File: src/rtl/vif_pkg.sv
// Shared types and helpers for the 4:2:2 video input formatter.
// Assumes an 8-bit narrow word, so the flag-word bit positions are fixed.
package vif_pkg;

    // Bus format; the reserved code behaves as the single-rate format.
    typedef enum logic [1:0] {
        MODE_SDR16 = 2'b00,
        MODE_DDR   = 2'b01,
        MODE_ILV   = 2'b10,
        MODE_RSVD  = 2'b11
    } vif_mode_e;

    // Active configuration, adopted at reset and at a clean start code.
    typedef struct packed {
        vif_mode_e mode;
        logic      luma_fall;
        logic      wide;
    } vif_cfg_t;

    // Protection bits expected for a given F/V/H triple.
    function automatic logic [3:0] trs_parity(input logic f, input logic v, input logic h);
        return {v ^ h, f ^ h, f ^ v, f ^ v ^ h};
    endfunction

    // Fold the reserved mode onto single-rate behaviour.
    function automatic vif_mode_e eff_mode(input logic [1:0] raw);
        return (raw == MODE_RSVD) ? MODE_SDR16 : vif_mode_e'(raw);
    endfunction

endpackage

File: src/rtl/vif_capture.sv
// Input capture stage: registers both half-clock bus ports and the sync pins.
// Assumes the double-rate pins have already been split into a rising-edge
// and a falling-edge word by the pad logic.
module vif_capture #(
    parameter int BUS_W = 16
) (
    input  logic             clk,
    input  logic             rst_n,
    input  logic [BUS_W-1:0] bus_rise,
    input  logic [BUS_W-1:0] bus_fall,
    input  logic             hsync_in,
    input  logic             vsync_in,
    output logic [BUS_W-1:0] cap_rise,
    output logic [BUS_W-1:0] cap_fall,
    output logic             cap_hs,
    output logic             cap_vs,
    output logic             cap_vld
);

    // Register every input; cap_vld marks that the registers hold real data.
    always_ff @(posedge clk) begin
        if (!rst_n) begin
            cap_rise <= '0;
            cap_fall <= '0;
            cap_hs   <= 1'b0;
            cap_vs   <= 1'b0;
            cap_vld  <= 1'b0;
        end else begin
            cap_rise <= bus_rise;
            cap_fall <= bus_fall;
            cap_hs   <= hsync_in;
            cap_vs   <= vsync_in;
            cap_vld  <= 1'b1;
        end
    end

endmodule

File: src/rtl/vif_trs_scan.sv
// Timing-reference scanner. Walks up to SLOTS stream words per clock in slot
// order, withholds every word of a preamble+flag sequence and reports the
// flag word when both middle words were zero.
// Assumes a first-code word can never be pixel data.
module vif_trs_scan #(
    parameter int WORD_W = 10,
    parameter int SLOTS  = 2
) (
    input  logic                          clk,
    input  logic                          rst_n,
    input  logic [SLOTS-1:0][WORD_W-1:0]  word_i,
    input  logic [SLOTS-1:0]              slot_en,
    input  logic [WORD_W-1:0]             first_code,
    output logic [SLOTS-1:0]              keep_o,
    output logic                          xy_hit,
    output logic [WORD_W-1:0]             xy_word
);

    localparam int POS_W = 2;

    logic [POS_W-1:0] pos_q, pos_d;
    logic             zok_q, zok_d;

    // Step the sequence position through each enabled slot in stream order.
    always_comb begin
        pos_d   = pos_q;
        zok_d   = zok_q;
        keep_o  = '0;
        xy_hit  = 1'b0;
        xy_word = '0;
        for (int s = 0; s < SLOTS; s++) begin
            if (slot_en[s]) begin
                case (pos_d)
                    2'd0: begin
                        if (word_i[s] == first_code) pos_d = 2'd1;
                        else                         keep_o[s] = 1'b1;
                    end
                    2'd1: begin
                        zok_d = (word_i[s] == '0);
                        pos_d = 2'd2;
                    end
                    2'd2: begin
                        zok_d = zok_d && (word_i[s] == '0);
                        pos_d = 2'd3;
                    end
                    default: begin
                        if (zok_d) begin
                            xy_hit  = 1'b1;
                            xy_word = word_i[s];
                        end
                        pos_d = 2'd0;
                    end
                endcase
            end
        end
    end

    // Hold the sequence position across clocks.
    always_ff @(posedge clk) begin
        if (!rst_n) begin
            pos_q <= '0;
            zok_q <= 1'b0;
        end else begin
            pos_q <= pos_d;
            zok_q <= zok_d;
        end
    end

endmodule

File: src/rtl/vif_pair_asm.sv
// Pixel-pair assembler. Forms {Y, C, c_is_cr} from the kept stream words
// according to the active format and tracks the Cb/Cr phase.
// Assumes no pixel word is kept in the cycle that carries a start code.
module vif_pair_asm
    import vif_pkg::*;
#(
    parameter int WORD_W = 10
) (
    input  logic              clk,
    input  logic              rst_n,
    input  vif_mode_e         mode,
    input  logic              luma_fall,
    input  logic [WORD_W-1:0] w0,
    input  logic [WORD_W-1:0] w1,
    input  logic [WORD_W-1:0] c_lane,
    input  logic              keep0,
    input  logic              keep1,
    input  logic              sav_clr,
    output logic              pix_valid,
    output logic [WORD_W-1:0] pix_y,
    output logic [WORD_W-1:0] pix_c,
    output logic              pix_c_is_cr
);

    logic              phase_q;
    logic              have_c_q;
    logic [WORD_W-1:0] c_hold_q;

    logic              emit;
    logic [WORD_W-1:0] emit_y, emit_c;

    // Decide whether this clock produces a pair and which words form it.
    always_comb begin
        emit   = 1'b0;
        emit_y = w0;
        emit_c = c_lane;
        case (mode)
            MODE_DDR: begin
                emit   = keep0 && keep1;
                emit_y = luma_fall ? w1 : w0;
                emit_c = luma_fall ? w0 : w1;
            end
            MODE_ILV: begin
                emit   = keep0 && have_c_q;
                emit_y = w0;
                emit_c = c_hold_q;
            end
            default: begin
                emit   = keep0;
                emit_y = w0;
                emit_c = c_lane;
            end
        endcase
    end

    // Register the pair, the chroma phase and the interleaved chroma hold.
    always_ff @(posedge clk) begin
        if (!rst_n) begin
            pix_valid   <= 1'b0;
            pix_y       <= '0;
            pix_c       <= '0;
            pix_c_is_cr <= 1'b0;
            phase_q     <= 1'b0;
            have_c_q    <= 1'b0;
            c_hold_q    <= '0;
        end else begin
            pix_valid <= emit;
            if (emit) begin
                pix_y       <= emit_y;
                pix_c       <= emit_c;
                pix_c_is_cr <= phase_q;
                phase_q     <= ~phase_q;
            end
            if (mode == MODE_ILV && keep0) begin
                if (have_c_q) begin
                    have_c_q <= 1'b0;
                end else begin
                    have_c_q <= 1'b1;
                    c_hold_q <= w0;
                end
            end
            if (sav_clr) begin
                phase_q  <= 1'b0;
                have_c_q <= 1'b0;
            end
        end
    end

endmodule

File: src/rtl/vid422_formatter.sv
// Multi-mode 4:2:2 input formatter top. Captures the bus, normalises words to
// WIDE_W bits, scans for timing codes, assembles pixel pairs and aligns the
// external sync pins. Format settings change only at reset or a clean start code.
// Assumes NARROW_W = 8 for the flag-word layout and WIDE_W > NARROW_W.
module vid422_formatter
    import vif_pkg::*;
#(
    parameter int NARROW_W = 8,
    parameter int WIDE_W   = 10,
    parameter int BUS_W    = 2 * NARROW_W
) (
    input  logic              clk,
    input  logic              rst_n,
    input  logic [1:0]        cfg_mode,
    input  logic [1:0]        cfg_luma_edge,
    input  logic              cfg_wide,
    input  logic [BUS_W-1:0]  bus_rise,
    input  logic [BUS_W-1:0]  bus_fall,
    input  logic              hsync_in,
    input  logic              vsync_in,
    output logic              pix_valid,
    output logic [WIDE_W-1:0] pix_y,
    output logic [WIDE_W-1:0] pix_c,
    output logic              pix_c_is_cr,
    output logic              trs_stb,
    output logic              trs_f,
    output logic              trs_v,
    output logic              trs_h,
    output logic              trs_err,
    output logic              sync_h,
    output logic              sync_v
);

    localparam int PAD   = WIDE_W - NARROW_W;
    localparam int SLOTS = 2;

    logic [BUS_W-1:0] cap_rise, cap_fall;
    logic             cap_hs, cap_vs, cap_vld;

    vif_cfg_t act_q, cfg_req;

    logic [SLOTS-1:0][WIDE_W-1:0] slot_word;
    logic [SLOTS-1:0]             slot_en;
    logic [SLOTS-1:0]             keep;
    logic [WIDE_W-1:0]            c_lane;
    logic [WIDE_W-1:0]            first_code;
    logic                         xy_hit;
    logic [WIDE_W-1:0]            xy_word;

    logic [NARROW_W-1:0] xy8;
    logic                xy_f, xy_v, xy_h, xy_err, sav_clean;

    vif_capture #(.BUS_W(BUS_W)) u_cap (
        .clk      (clk),
        .rst_n    (rst_n),
        .bus_rise (bus_rise),
        .bus_fall (bus_fall),
        .hsync_in (hsync_in),
        .vsync_in (vsync_in),
        .cap_rise (cap_rise),
        .cap_fall (cap_fall),
        .cap_hs   (cap_hs),
        .cap_vs   (cap_vs),
        .cap_vld  (cap_vld)
    );

    // Requested configuration as it would be adopted.
    always_comb begin
        cfg_req.mode      = eff_mode(cfg_mode);
        cfg_req.luma_fall = &cfg_luma_edge;
        cfg_req.wide      = cfg_wide;
    end

    // Normalise the captured bus into stream slots for the active format.
    always_comb begin
        logic [WIDE_W-1:0] rise_w, fall_w;
        rise_w = act_q.wide ? cap_rise[BUS_W-1 -: WIDE_W]
                            : {cap_rise[BUS_W-1 -: NARROW_W], {PAD{1'b0}}};
        fall_w = act_q.wide ? cap_fall[BUS_W-1 -: WIDE_W]
                            : {cap_fall[BUS_W-1 -: NARROW_W], {PAD{1'b0}}};
        c_lane = {cap_rise[NARROW_W-1:0], {PAD{1'b0}}};
        case (act_q.mode)
            MODE_DDR: begin
                slot_word  = {fall_w, rise_w};
                slot_en    = {cap_vld, cap_vld};
                first_code = act_q.wide ? {WIDE_W{1'b1}} : {{NARROW_W{1'b1}}, {PAD{1'b0}}};
            end
            MODE_ILV: begin
                slot_word  = {{WIDE_W{1'b0}}, rise_w};
                slot_en    = {1'b0, cap_vld};
                first_code = act_q.wide ? {WIDE_W{1'b1}} : {{NARROW_W{1'b1}}, {PAD{1'b0}}};
            end
            default: begin
                slot_word  = {{WIDE_W{1'b0}}, {cap_rise[BUS_W-1 -: NARROW_W], {PAD{1'b0}}}};
                slot_en    = {1'b0, cap_vld};
                first_code = {{NARROW_W{1'b1}}, {PAD{1'b0}}};
            end
        endcase
    end

    vif_trs_scan #(.WORD_W(WIDE_W), .SLOTS(SLOTS)) u_scan (
        .clk        (clk),
        .rst_n      (rst_n),
        .word_i     (slot_word),
        .slot_en    (slot_en),
        .first_code (first_code),
        .keep_o     (keep),
        .xy_hit     (xy_hit),
        .xy_word    (xy_word)
    );

    // Decode the flag word and its protection bits.
    always_comb begin
        xy8       = xy_word[WIDE_W-1 -: NARROW_W];
        xy_f      = xy8[6];
        xy_v      = xy8[5];
        xy_h      = xy8[4];
        xy_err    = !xy8[7] || (xy8[3:0] != trs_parity(xy_f, xy_v, xy_h))
                    || (|xy_word[PAD-1:0]);
        sav_clean = xy_hit && !xy_h && !xy_err;
    end

    vif_pair_asm #(.WORD_W(WIDE_W)) u_asm (
        .clk         (clk),
        .rst_n       (rst_n),
        .mode        (act_q.mode),
        .luma_fall   (act_q.luma_fall),
        .w0          (slot_word[0]),
        .w1          (slot_word[1]),
        .c_lane      (c_lane),
        .keep0       (keep[0]),
        .keep1       (keep[1]),
        .sav_clr     (sav_clean),
        .pix_valid   (pix_valid),
        .pix_y       (pix_y),
        .pix_c       (pix_c),
        .pix_c_is_cr (pix_c_is_cr)
    );

    // Adopt the requested configuration at reset or at a clean start code.
    always_ff @(posedge clk) begin
        if (!rst_n)         act_q <= cfg_req;
        else if (sav_clean) act_q <= cfg_req;
    end

    // Publish decoded timing-code flags with a one-cycle strobe.
    always_ff @(posedge clk) begin
        if (!rst_n) begin
            trs_stb <= 1'b0;
            trs_f   <= 1'b0;
            trs_v   <= 1'b0;
            trs_h   <= 1'b0;
            trs_err <= 1'b0;
        end else begin
            trs_stb <= xy_hit;
            if (xy_hit) begin
                trs_f   <= xy_f;
                trs_v   <= xy_v;
                trs_h   <= xy_h;
                trs_err <= xy_err;
            end
        end
    end

    // Align external sync with the pixel path; interleaved mode blocks it.
    always_ff @(posedge clk) begin
        if (!rst_n) begin
            sync_h <= 1'b0;
            sync_v <= 1'b0;
        end else begin
            sync_h <= cap_hs && (act_q.mode != MODE_ILV);
            sync_v <= cap_vs && (act_q.mode != MODE_ILV);
        end
    end

endmodule

File: config.mk
export PLATFORM = sky130hd
export DESIGN_NAME = vid422_formatter
export DESIGN_NICKNAME = d
export VERILOG_FILES = /design/src/rtl/vif_pkg.sv /design/src/rtl/vif_capture.sv /design/src/rtl/vif_trs_scan.sv /design/src/rtl/vif_pair_asm.sv /design/src/rtl/vid422_formatter.sv
export SDC_FILE = /design/constraint.sdc
export NUM_CORES = 1
export LEC_CHECK = 0
export BUFFER_PORTS_ARGS = -buffer_cell sky130_fd_sc_hd__buf_2
export CAP_MARGIN = 20
export CORE_MARGIN = 4
export CORE_UTILIZATION = 30
export DETAILED_ROUTE_END_ITERATION = 6
export PLACE_DENSITY_LB_ADDON = 0.12
export SETUP_SLACK_MARGIN = 0.2
export SYNTH_ARGS = -nofsm -noshare
export SYNTH_HDL_FRONTEND = slang
export SYNTH_HIERARCHICAL = 1
export SYNTH_SLANG_ARGS = --single-unit
File: constraint.sdc
create_clock -name clk -period 4.19 [get_ports clk]
set_clock_uncertainty 0.2 [all_clocks]
set_input_delay 0.838 -clock clk [delete_from_list [all_inputs] [get_ports clk]]
set_output_delay 0.838 -clock clk [all_outputs]
set_load 0.02 [all_outputs]
# Word-level counts from Yosys, hierarchy flattened
# Cells that the tools add are included.
# totals
register_bits	83
in_bits	41
word_cells	112
# classes
eq_ne	12
n_mux	44
n_bitwise	7
reduce_logical	25
# ops
op	count
10-bit 2-to-1 mux	9
20-bit one-hot mux with 2 select lines	1
10-bit == test	2
10-bit zero test	2
2-bit 2-to-1 mux	10
10-bit one-hot mux with 2 select lines	1
1-bit 2-to-1 mux	16
2-bit one-hot mux with 3 select lines	2
1-bit logical AND	9
2-bit == test (second input constant)	4
4-bit 2-to-1 mux	2
2-bit by 1-bit == test with 1-bit output (second input constant)	3
1-bit one-hot mux with 2 select lines	3
2-bit OR reduction	3
3-bit OR reduction	2
2-bit zero test	2
4-bit != test	1
2-bit AND reduction	2
1-bit bitwise XOR	4
1-bit zero test	3
1-bit NOT	3
1-bit logical OR	2
2-bit by 1-bit != test with 1-bit output (second input constant)	1
2-bit != test (second input constant)	1

# Logic depth before layout (Yosys ltp)
# logic_depth
depth_word	20
ltp_mapped	21

# Cells and area by module
# Netlist, hierarchy kept.
# modules_own_cells
mod	n_inst	cells_each	area_per_inst_um2	seq_area_each_um2
vif_pair_asm	1	214	1969.4	680.7
vif_capture	1	72	970.9	700.7
vif_trs_scan	1	108	819.5	60.1
vid422_formatter	1	70	669.4	260.2

# Least setup slack after synthesis
# OpenSTA, ideal clock, no wires.
# synth_timing
kind	reg2reg
from	register act_q[2] in the netlist's numbering
to	register act_q[0] in the netlist's numbering (enable)
setup_ns	0.363
arrival_time_ns	4.079
required_time_ns	3.627
setup_slack_ns	-0.452
stages_incl_launch_ff	18
path_buffers	1
path_cell_list	edfxtp_1 inv_1 ha_1 nor2b_1 o21a_1 and2_1 xnor2_1 nand2_1 nor4_1 or2_1 ha_1 and3_4 buf_12 mux2i_1 and2b_1 o21ai_1 mux4_2 o41ai_2
# synth_rtl
element	line_no	rtl
start: declaration	vid422_formatter.sv:40	vif_cfg_t act_q, cfg_req;
start signal: assignment	vid422_formatter.sv:142	if (!rst_n) act_q <= cfg_req;
start signal: assignment	vid422_formatter.sv:143	else if (sav_clean) act_q <= cfg_req;
2-bit by 1-bit == test with 1-bit output or 2-bit == test (tied branches)	vid422_formatter.sv:82	case (act_q.mode)
2-bit OR reduction (no line) (*)	--	
2-bit 2-to-1 mux (*)	--	
net first_code[0]	vid422_formatter.sv:46	logic [WIDE_W-1:0] first_code;
10-bit == test (*)	vif_trs_scan.sv:35	if (word_i[s] == first_code) pos_d = 2'd1;
2-bit 2-to-1 mux (*)	vif_trs_scan.sv:35	
2-bit one-hot mux with 3 select lines (*)	vif_trs_scan.sv:33	case (pos_d)
2-bit 2-to-1 mux (*)	vif_trs_scan.sv:32	if (slot_en[s]) begin
[... 3 more ...]	--	
10-bit 2-to-1 mux (*)	vif_trs_scan.sv:32	
net xy_word[2]	vid422_formatter.sv:48	logic [WIDE_W-1:0] xy_word;
4-bit != test (*)	vid422_formatter.sv:118	xy_err = !xy8[7] || (xy8[3:0] != trs_parity(xy_f, xy_v, xy_h))
1-bit logical OR (*)	vid422_formatter.sv:118	
1-bit logical OR (*)	vid422_formatter.sv:119	|| (|xy_word[PAD-1:0]);
1-bit zero test (*)	vid422_formatter.sv:120	sav_clean = xy_hit && !xy_h && !xy_err;
1-bit logical AND (*)	vid422_formatter.sv:120	
2-bit by 1-bit != test with 1-bit output (no line) (*)	--	
# The timed path passes the listed nets; every way through them passes the cells marked *.
# A chain may end at the register's enable or synchronous reset.

# Worst setup path after layout
# Same ends and word-level chain as after synthesis.

==> results by group <==
Yosys
  • Mean Syn Cell Area: 9.43 µm²
  • Synthesized instance count: 452
  • Synth warnings: 6
  • Mapped cell area: 4260 µm²

CTS
  • CTS max path bufs: 2
  • Clock transition at path regs: 0.06 ns
  • CTS H-tree lvls: 3
  • CTS tree: yes
  • Total CTS buffers: 9
  • Hold_buf cts: 0
  • CTS root buffer: clkbuf_16
  • Worst skew pair latency: 0.34 ns
  • CTS sink count: 77

Worst setup path
  • Critical path peak fanout: 4
  • Crit-path slowest cell: mux4_2
  • Worst setup path class: reg2reg
  • Endpoint class of the critical path: flop
  • Req. time, crit path: 4.05 ns
  • Worst r2r path cells: 18
  • Critical path depth: 18
  • Worst EP arrival: 4.29 ns
  • Reg-to-reg slack, setup: -0.25 ns
  • Critical-path cell list: inv_2 > ha_4 > nor2b_4 > o21a_1 > and2_4 > xnor2_2 > nand4_1 > nor4_2 > or2_1 > ha_2 > and3_4 > buf_6 > mux2i_2 > o21ai_0 > mux4_2 > buf_6 > o41ai_4 > buf_4
  • Crit path max-delay family: simple AND/OR/NAND/NOR gates
  • CP bufs+invs: 4
  • CP dominant cell by count: buf_6
  • CP peak stage delay: 0.51 ns
  • CP startpoint kind: flop

Pwr
  • Seq pwr share: 0.423
  • Pwr Total: 1900 µW
  • Power Dens Cells: 341 nW/µm²
  • Internal power: 1400 µW
  • Sw Pwr: 502 µW
  • Sw Share: 0.264
  • Power share of the combinational group: 0.171
  • Leak: 0.00241 µW
  • Clock power frac: 0.405
  • Peak VDD IR: 0.173 mV

Layout
  • Multi-input logic area: 2640 µm²
  • Syn-to-layout area delta: 30.8%
  • Final Util: 0.402
  • ANT cells: 0
  • Layout cells sized above 1: 0.375
  • Final instance area: 5580 µm²
  • Filler cell count: 1,450
  • Most frequent cells in the layout: dfxtp_1 (73), buf_2 (63), nand2_1 (48)
  • Seq. cell area: 1580 µm²
  • Commonest non-fill, non-tap cell in the layout: dfxtp_1
  • Final net count: 616

Place
  • Routability cong.: 0.872
  • Post-DP HPWL: 8.34 mm
  • Pre-CTS setup slack: -0.189 ns
  • Count of input and output buffers: 63
  • Placed instance area: 5020 µm²

Detailed routing
  • # DRC: 0
  • Vias per inst: 4.69
  • Antenna Nets Post-Route: 0
  • Iter 0 DRT Violations: 171
  • Total wire length: 11.9 mm
  • DR WL/cell: 15.8 µm
  • Vias: 3,508
  • First-pass DRT Iterations: 4

Flow run
  • Max_cap viols: 0

Min path
  • Hold-critical path depth: 2
  • Hold/Removal Path Class: reg2reg

Die
  • Area of the core: 13,900 µm²
  • Die area: 16,200 µm²
  • Die width: 127 µm
  • Row cnt: 43
  • Die height: 127 µm
  • Starting Density: 0.307
  • IO Count: 70

Timing
  • Final slew viol count: 0
  • RSZ-0062 raised after global routing: true
  • Min Hold Slack: 0.255 ns
  • Worst slew margin: 0.309
  • Worst setup margin: -0.246 ns
  • Least-Margin Pin Slew: 1.04 ns
  • Minimum clock period: 4.44 ns
  • Post-route clock period utilization: 1.06
  • Fin. Hold Viols: 0
  • Setup violations, final: 7
  • Fmax: 225 MHz

Global route
  • Grt peak-use layer: met2
  • Vias in the first global route: 3,528
  • Met3 usage in global routing: 0.0385
  • Met2 Use GR: 0.234
  • GRT Residual Overflow: 0
  • Met1 Use GR: 0.202
  • Largest net degree at the start of global routing: 47
  • Initial antenna violation count: 0
  • GRT Total Usage: 0.152
  • First-pass GRT wire length: 18.8 mm

Outcome
  • Status: complete, but fails checks
  • Violated checks: setup timing
[worst reg2reg max path, delay by kind of cell (launching register included)]
kind / cells / cell delay [ns]
AND/OR/NAND/NOR: 6 / 1.17
multiplexers: 2 / 0.77
buffers and inverters: 4 / 0.59
AO/OA/AOI/OAI: 3 / 0.51
flip-flops: 1 / 0.43
adder cells (fa/ha/maj): 2 / 0.39
XOR/XNOR: 1 / 0.11
[path summary, 6_finish.rpt]
kind / start / end
setup / recovery: act_q[2] / act_q[0]
hold / removal: u_asm/pix_y[8] / u_asm/pix_y[8]
setup reg to reg: act_q[2] / act_q[0]
hold reg to reg: u_asm/pix_y[8] / u_asm/pix_y[8]
[area by class of cell]
| type | instances | share of cell area |
|---|---|---|
| inverters | 20 | 0.0135 |
| clock inverters | 2 | 0.00247 |
| repair buffers | 113 | 0.136 |
| well taps | 180 | 0.0404 |
| clock buffers | 14 | 0.0512 |
| flip-flops and latches | 77 | 0.284 |
| multi-input cells | 342 | 0.473 |
[layer usage]
layer / vias up / wire [µm] / share of wire
li1: 1764 / - / -
met1: 1641 / 5530 / 0.47
met2: 89 / 5300 / 0.45
met4: 0 / 298 / 0.025
met5: - / 0 / 0
met3: 14 / 730 / 0.062
[state kept, by name, indices dropped and copies added (netlist names), 2 cells and up]
| name | count |
|---|---|
| act_q | 4 |
| u_asm/c_hold_q | 10 |
| u_asm/pix_c | 10 |
| u_asm/pix_y | 10 |
| u_cap/cap_fall | 10 |
| u_cap/cap_rise | 16 |
| u_scan/pos_q | 2 |
[power groups by stage]
stage / Clock (µW) / Sequential, µW / Combinational (µW)
4_1_cts: 794 / 806 / 321
5_1_grt: 829 / 811 / 354
2_1_floorplan: 0 / 832 / 191
3_5_place_dp: 0 / 821 / 304
3_3_place_gp: 0 / 821 / 299
6_report: 771 / 805 / 326
[per-stage QoR]
stage	std cells	setup TNS (ns)
after floorplan	468	0
after global placement	715	-0.666
after detailed placement	715	-0.934
after CTS	741	-0.518
after global routing	748	-2.59
final	748	-1.32
[repair_timing]
item | in CTS | in global routing
pin swaps | 1 | 5
gates cloned | 0 | 0
setup buffers | 10 | 7
gates resized for setup | 19 | 6
endpoints found under the setup margin | 7 | 17
No activity file was read; power rests on OpenSTA's default activity.
